**src/rtl/wdog_pkg.sv**
```systemverilog
package wdog_pkg;
  localparam int unsigned DATA_W = 32;
  localparam logic [DATA_W-1:0] UNLOCK_KEY = 32'h1ACC_E551;
  localparam logic [11:0] OFS_RELOAD = 12'h000;
  localparam logic [11:0] OFS_COUNT  = 12'h004;
  localparam logic [11:0] OFS_CTRL   = 12'h008;
  localparam logic [11:0] OFS_CLEAR  = 12'h00C;
  localparam logic [11:0] OFS_RAW    = 12'h010;
  localparam logic [11:0] OFS_MASKED = 12'h014;
  localparam logic [11:0] OFS_LOCK   = 12'hC00;

  typedef struct packed {
    logic rst_en;
    logic run;
  } wdog_ctrl_t;
endpackage

```
**src/rtl/wdog_lock.sv**
```systemverilog
module wdog_lock
  import wdog_pkg::*;
(
  input  logic              clk_i,
  input  logic              rst_ni,
  input  logic              wr_i,
  input  logic [DATA_W-1:0] wdata_i,
  output logic              locked_o
);
  logic locked_q;

  always_ff @(posedge clk_i or negedge rst_ni) begin
    if (!rst_ni)   locked_q <= 1'b1;
    else if (wr_i) locked_q <= (wdata_i != UNLOCK_KEY);
  end

  assign locked_o = locked_q;

  AST_KEY_OPENS: assert property (@(posedge clk_i) disable iff (!rst_ni)
    (wr_i && wdata_i == UNLOCK_KEY) |=> !locked_o);
endmodule

```
**src/rtl/wdog_counter.sv**
```systemverilog
module wdog_counter #(
  parameter int unsigned CNT_W = 32
) (
  input  logic             clk_i,
  input  logic             rst_ni,
  input  logic [CNT_W-1:0] load_i,
  input  logic             reload_i,
  input  logic             clr_i,
  input  logic             run_i,
  input  logic             rst_en_i,
  output logic [CNT_W-1:0] cnt_o,
  output logic             ris_o,
  output logic             sys_rst_o
);
  logic [CNT_W-1:0] cnt_q;
  logic             ris_q, sys_rst_q;
  logic             expire;

  // an explicit reload on the same edge suppresses expiry
  assign expire = run_i && (cnt_q == '0) && !reload_i;

  always_ff @(posedge clk_i or negedge rst_ni) begin
    if (!rst_ni) begin
      cnt_q     <= '1;
      ris_q     <= 1'b0;
      sys_rst_q <= 1'b0;
    end else begin
      if (reload_i)   cnt_q <= load_i;
      else if (run_i) cnt_q <= (cnt_q == '0) ? load_i : cnt_q - 1'b1;

      if (clr_i)       ris_q <= 1'b0;
      else if (expire) ris_q <= 1'b1;

      if (expire && ris_q && rst_en_i) sys_rst_q <= 1'b1;
    end
  end

  assign cnt_o     = cnt_q;
  assign ris_o     = ris_q;
  assign sys_rst_o = sys_rst_q;

  AST_CNT_STEP: assert property (@(posedge clk_i) disable iff (!rst_ni)
    (run_i && !reload_i && cnt_q != '0) |=> cnt_q == $past(cnt_q) - 1'b1);
  AST_CNT_HOLD: assert property (@(posedge clk_i) disable iff (!rst_ni)
    (!run_i && !reload_i) |=> $stable(cnt_q));
  AST_CLR_EMPTIES: assert property (@(posedge clk_i) disable iff (!rst_ni)
    clr_i |=> !ris_q);
  AST_RST_STICKY: assert property (@(posedge clk_i) disable iff (!rst_ni)
    sys_rst_q |=> sys_rst_q);
  AST_RST_NEEDS_PEND: assert property (@(posedge clk_i) disable iff (!rst_ni)
    $rose(sys_rst_q) |-> $past(ris_q));
endmodule

```
**src/rtl/twostage_wdog.sv**
```systemverilog
module twostage_wdog
  import wdog_pkg::*;
#(
  parameter int unsigned ADDR_W = 12,
  parameter int unsigned CNT_W  = 32
) (
  input  logic              clk_i,
  input  logic              rst_ni,
  input  logic              psel_i,
  input  logic              penable_i,
  input  logic              pwrite_i,
  input  logic [ADDR_W-1:0] paddr_i,
  input  logic [DATA_W-1:0] pwdata_i,
  output logic [DATA_W-1:0] prdata_o,
  output logic              irq_o,
  output logic              wdog_rst_o
);
  logic             wr, locked, wr_lock, wr_open;
  logic             wr_reload, wr_ctrl, wr_clear;
  logic [CNT_W-1:0] reload_q, reload_d, cnt;
  wdog_ctrl_t       ctrl_q;
  logic             ris, mis;

  assign wr        = psel_i && penable_i && pwrite_i;
  assign wr_lock   = wr && (paddr_i == ADDR_W'(OFS_LOCK));
  assign wr_open   = wr && !locked;
  assign wr_reload = wr_open && (paddr_i == ADDR_W'(OFS_RELOAD));
  assign wr_ctrl   = wr_open && (paddr_i == ADDR_W'(OFS_CTRL));
  assign wr_clear  = wr_open && (paddr_i == ADDR_W'(OFS_CLEAR));
  assign reload_d  = wr_reload ? pwdata_i[CNT_W-1:0] : reload_q;

  always_ff @(posedge clk_i or negedge rst_ni) begin
    if (!rst_ni) begin
      reload_q <= '1;
      ctrl_q   <= '0;
    end else begin
      reload_q <= reload_d;
      if (wr_ctrl) ctrl_q <= wdog_ctrl_t'(pwdata_i[1:0]);
    end
  end

  wdog_lock u_lock (
    .clk_i    (clk_i),
    .rst_ni   (rst_ni),
    .wr_i     (wr_lock),
    .wdata_i  (pwdata_i),
    .locked_o (locked)
  );

  wdog_counter #(.CNT_W(CNT_W)) u_cnt (
    .clk_i     (clk_i),
    .rst_ni    (rst_ni),
    .load_i    (reload_d),
    .reload_i  (wr_reload || wr_clear),
    .clr_i     (wr_clear),
    .run_i     (ctrl_q.run),
    .rst_en_i  (ctrl_q.rst_en),
    .cnt_o     (cnt),
    .ris_o     (ris),
    .sys_rst_o (wdog_rst_o)
  );

  assign mis   = ris && ctrl_q.run;
  assign irq_o = mis;

  always_comb begin
    prdata_o = '0;
    unique case (paddr_i)
      ADDR_W'(OFS_RELOAD): prdata_o = DATA_W'(reload_q);
      ADDR_W'(OFS_COUNT):  prdata_o = DATA_W'(cnt);
      ADDR_W'(OFS_CTRL):   prdata_o = DATA_W'(ctrl_q);
      ADDR_W'(OFS_RAW):    prdata_o = DATA_W'(ris);
      ADDR_W'(OFS_MASKED): prdata_o = DATA_W'(mis);
      ADDR_W'(OFS_LOCK):   prdata_o = DATA_W'(locked);
      default:             prdata_o = '0;
    endcase
  end

  AST_LOCKED_IGNORE: assert property (@(posedge clk_i) disable iff (!rst_ni)
    (wr && locked && !wr_lock) |=> ($stable(reload_q) && $stable(ctrl_q)));
  AST_IRQ_NEEDS_RAW: assert property (@(posedge clk_i) disable iff (!rst_ni)
    irq_o |-> u_cnt.ris_o);
endmodule

```
**config.mk**
```make
export PLATFORM = sky130hd
export DESIGN_NAME = twostage_wdog
export DESIGN_NICKNAME = d
export VERILOG_FILES = /design/src/rtl/wdog_pkg.sv /design/src/rtl/wdog_lock.sv /design/src/rtl/wdog_counter.sv /design/src/rtl/twostage_wdog.sv
export SDC_FILE = /design/constraint.sdc
export NUM_CORES = 1
export LEC_CHECK = 0
export BUFFER_PORTS_ARGS = -buffer_cell sky130_fd_sc_hd__buf_2
export CORE_ASPECT_RATIO = 1.4
export CORE_MARGIN = 2
export CORE_UTILIZATION = 39
export DETAILED_ROUTE_END_ITERATION = 8
export GPL_TIMING_DRIVEN = 0
export SYNTH_ARGS = -nofsm -noshare
export SYNTH_HDL_FRONTEND = slang
export SYNTH_SLANG_ARGS = --single-unit
```
**constraint.sdc**
```tcl
create_clock -name clk_i -period 3.98 [get_ports clk_i]
set_input_delay 0.796 -clock clk_i [delete_from_list [all_inputs] [get_ports clk_i]]
set_output_delay 0.796 -clock clk_i [all_outputs]
set_load 0.005 [all_outputs]
```
# Word level (Yosys, flattened, before mapping)
# Index checks and enable logic that the tools add are counted.
[word_totals]
elab_cells = 41
input_bits = 49
out_inout_bits = 34
reg_bits = 69
[op_classes]
n_addsub = 1
eq_ne = 7
mux = 7
n_reduce_logical = 19
[op_table]
columns = ["cell", "n"]
rows = [
  ["$pmux W32 S6", 1],
  ["$mux W32", 4],
  ["$logic_not A32 Y1", 1],
  ["$ne A32 B29 Y1 const B", 1],
  ["$sub A32 B1 Y32 const B", 1],
  ["$eq A12 B4 Y1 const B", 2],
  ["$eq A12 B5 Y1 const B", 2],
  ["$eq A12 B12 Y1 const B", 1],
  ["$eq A12 B3 Y1 const B", 1],
  ["$logic_and A1 B1 Y1", 12],
  ["$logic_not A12 Y1", 1],
  ["$reduce_bool A2 Y1", 2],
  ["$logic_not A1 Y1", 2],
  ["$mux W1", 2],
  ["$logic_or A1 B1 Y1", 1],
]

# Depth between registers and ports, before layout
[logic_depth]
ltp_word = 9
ltp_mapped = 10
depth_no_buf = 8

# Modules after synthesis
# A second synthesis with hierarchy kept.
[unflattened]
cells_unflattened = 461
area_unflattened_um2 = 4589.4
[modules_own_cells]
columns = ["module", "seq_area_each_um2", "area_each_um2", "n_inst", "cells_per_inst"]
rows = [
  ["wdog_counter", 890.9, 2372.3, 1, 272],
  ["twostage_wdog", 890.9, 2089.5, 1, 175],
  ["wdog_lock", 26.3, 127.6, 1, 14],
]

# Least setup slack after synthesis
# No wires, ideal clock.
[synth_timing]
path_type = "input to output"
from = "input paddr_i[9]"
to = "output prdata_o[10]"
arrival_time_ns = 2.586
path_slack_ns = 0.598
path_buffers = 1
stages = 5
required_time_ns = 3.184
path_cell_list = "or4_1 or3_1 nor3b_1 clkbuf_1 a22o_1"
[synth_between]
elab_chain_len = 2
word_cells_on_any_way = 7
classes_between = "eq/ne: 5; mux: 1; reduce/logical: 1"
[synth_lines]
columns = ["element", "line", "rtl"]
rows = [
  ["start, declared", "twostage_wdog.sv:12", "input logic [ADDR_W-1:0] paddr_i,"],
  ["$eq A12 B12 Y1, or another cell as far along", "twostage_wdog.sv:68", "unique case (paddr_i)"],
  ["$pmux W32 S6 *", "twostage_wdog.sv:68", ""],
  ["end, declared", "twostage_wdog.sv:14", "output logic [DATA_W-1:0] prdata_o,"],
]
# Mark *: on every way between the ends. The rest lies on a longest branch, timed or not.

# Final worst setup path
[layout_timing]
from = "input paddr_i[9]"
to = "output prdata_o[28]"
# The elaborated chain is that of the path after synthesis.

==> flow_summary.ini <==
[run_status]
outcome = complete, no violations

[routing]
drc = 0
detail_route.wl_per_cell_um = 21.0
vias = 4134
drt_iter0_drc = 364
viasPerCell = 6.09
drtPass1Iterations = 7
antenna_left = 0
drt-total-wl_um = 14300

[power]
power_density_nw_per_um2 = 318
ir_drop_uv = 190
p_leak_nw = 2.12

[logic_synthesis]
ys.flop_type = dfstp_2
syn_inst = 440
avgSynthCellArea_sq_um = 9.65
ys_seq_elements = 69
syn_nets = 491
synth_cell_types = 53
yosysWarnings = 0
yosysSeqAreaShare = 0.426
synthArstFlopShare = 1.00
yosysTopAreaCellShare = 0.402
synth_area_leaders = dfstp_2, mux2_2, a22o_1
synth-edff-count = 0
syn_area_sq_um = 4250
yosysTopAreaCell = dfstp_2

[min_path]
min_path_type = reg2reg
worstHoldStart = u_cnt.sys_rst_o$_DFFE_PN0P_

[critical_path]
worstPathRequired_ns = 3.18
cp_max_fo = 10
end_kind = output pin
crit_arrival_ns = 3.13
critPathKind = in2out
crit_path_start_kind = primary input
r2r_start = u_cnt.cnt_o[4]$_DFFE_PN1P_
crit_start = paddr_i[9]

[finish]
layout.nets = 584
num_antenna_cells = 0
drive_gt1_frac = 0.403
area_delta_synth_final_pct = 21.2
instances_no_fill = 679
utilization = 0.479

[sta]
finalClockSkew_ns = 0.00444
fin_crit_sh = 0.987
clock.fmax_mhz = 255
slew_headroom = 0.403
rsz0062_at_grt = false
drv_slew = 0
finalHoldViolCount = 0
tightest_slew_ns = 0.895
finalCriticalPeriod_ns = 3.93
fin_tns_setup_ns = 0
setup_viol = 0

[clock_tree]
clk_pin_slew_worst_paths_ns = 0.06
cts_tree = done
clock_latency_ns = 0.34
clock_path_buffers = 2
cts-root-buf = clkbuf_16
cts_made_buffers = 9
cts.htree.levels = 3
clkSinkCount = 69
post_cts_buffers = 0

[floorplanning]
core_area_sq_um = 10800
floorplan.initialDensity = 0.395
die_w_um = 92.2
dieArea_sq_um = 11800
rows = 45
dieHeight_um = 127
ioPinCount = 83

[global_routing]
grt_start_max_net_pins = 70
grt_pass1_vias = 4012
track_usage = 0.246
grt_pass1_wl_um = 22000
antenna_found_initial = 0
overflow = 0

[placed_design]
post-dp-hpwl_um = 10100
dp_cells = 663
numPortBuffers = 82
gp_congestion = 0.863

[job]
drv_cap = 0
sequential cells by signal, indices dropped and copies added, names as in the netlist:
signal,count
u_lock.locked_o,1
u_cnt.sys_rst_o,1
u_cnt.ris_o,1
reload_q,32
u_cnt.cnt_o,32
ctrl_q,2
critical path, stage by stage:
cell and delay, ns:
buf_2 0.10, or4_1 0.60, or3_1 0.43, nor3b_1 0.41, buf_2 0.44, a22o_1 0.23, buf_2 0.12
through the flow:
stage	hold slack [ns]	worst slack, ns	area [sq um]	total power [mW]
floorplan	0.468	0.598	4250	0.768
global placement	0.463	-0.200	4830	0.823
detailed placement	0.458	-0.195	4840	0.825
CTS	0.474	0.00175	5150	1.65
global route	0.490	0.0127	5150	1.69
finish	0.468	0.0510	5150	1.64
repair_timing:
action / 4_1_cts / 5_1_grt
gates resized for setup: 4 / 5
hold buffers: 0 / 0
endpoints found under the setup margin: 30 / 24
cloned: 0 / 0
cell usage after synthesis, types with 4 or more instances:
cell type and n:
dfstp_2 65, a22o_1 32, nor2_1 31, o21ai_1 31, a21oi_1 30, mux2_2 26
nand2_1 22, nor3_1 22, clkbuf_1 18, nor4_1 17, o21ai_0 16, a31oi_1 10
nand4_1 10, inv_1 9, nand3_1 8, and3_1 6, buf_4 5, nor4bb_1 5
or4_1 5, dfrtp_1 4, mux2_1 4, mux2i_1 4, nor3b_1 4, nor4b_1 4
o2bb2ai_1 4, or3_1 4
placed cells by master, fill, tap and decap left out, types with 10 or more instances in the layout:
cell type	synthesis	final
buf_2	3	85
mux2_2	26	26
nand4_1	10	10
nand2_1	22	22
nor2_1	31	31
a21oi_1	30	30
dfstp_2	65	65
clkbuf_1	18	13
a31oi_1	10	10
nor4_1	17	17
o21ai_1	31	31
o21ai_0	16	16
nor3_1	22	22
a22o_1	32	32
layout make-up:
| type | instances | area (sq um) |
|---|---|---|
| inverter | 9 | 33.8 |
| tap | 141 | 176 |
| timing repair buffer | 82 | 413 |
| multi-input combinational | 333 | 2250 |
| fill | 1033 | 5610 |
| sequential | 69 | 1810 |
| clock inverter | 4 | 47.5 |
| clock buffer | 12 | 256 |
| buffer | 29 | 161 |
report_power, final:
group | internal, mW | switching (mW) | leakage [nW]
sequential | 0.711 | 0.00444 | 0.722
clock | 0.517 | 0.305 | 0.149
combinational | 0.0392 | 0.0605 | 1.25
total | 1.27 | 0.370 | 2.12
worst paths after layout:
check	slack, ns	cells after the start	end
worst max-delay path	0.05	7	prdata_o[28]
worst min-delay path	0.47	1	u_cnt.sys_rst_o$_DFFE_PN0P_
worst max register to register	1.04	7	u_cnt.cnt_o[27]$_DFFE_PN1P_
worst min register to register	0.47	1	u_cnt.sys_rst_o$_DFFE_PN0P_
max in group asynchronous	2.82	1	ctrl_q[1]$_DFFE_PN0P_
min in group asynchronous	0.61	1	u_cnt.ris_o$_DFFE_PN0P_
logic make-up after synthesis:
family | synth area share
DFF | 0.426
xor gates and xnor gates | 0.00412
and+or+nand+nor | 0.205
buffers and inverters | 0.0442
AOI/OAI and AO/OA | 0.216
adders and majority gates | 0.00589
muxes | 0.0996
metal layers:
metal / wire, um / vias to the layer above / global-route usage / part of all wire
met5: 0 / - / 0 / 0
met3: 841 / 35 / 0.0371 / 0.059
met4: 511 / 0 / 0.104 / 0.036
li1: - / 1880 / - / -
met1: 5920 / 2033 / 0.309 / 0.42
met2: 6990 / 186 / 0.421 / 0.49
(Power assumes the default switching activity.)
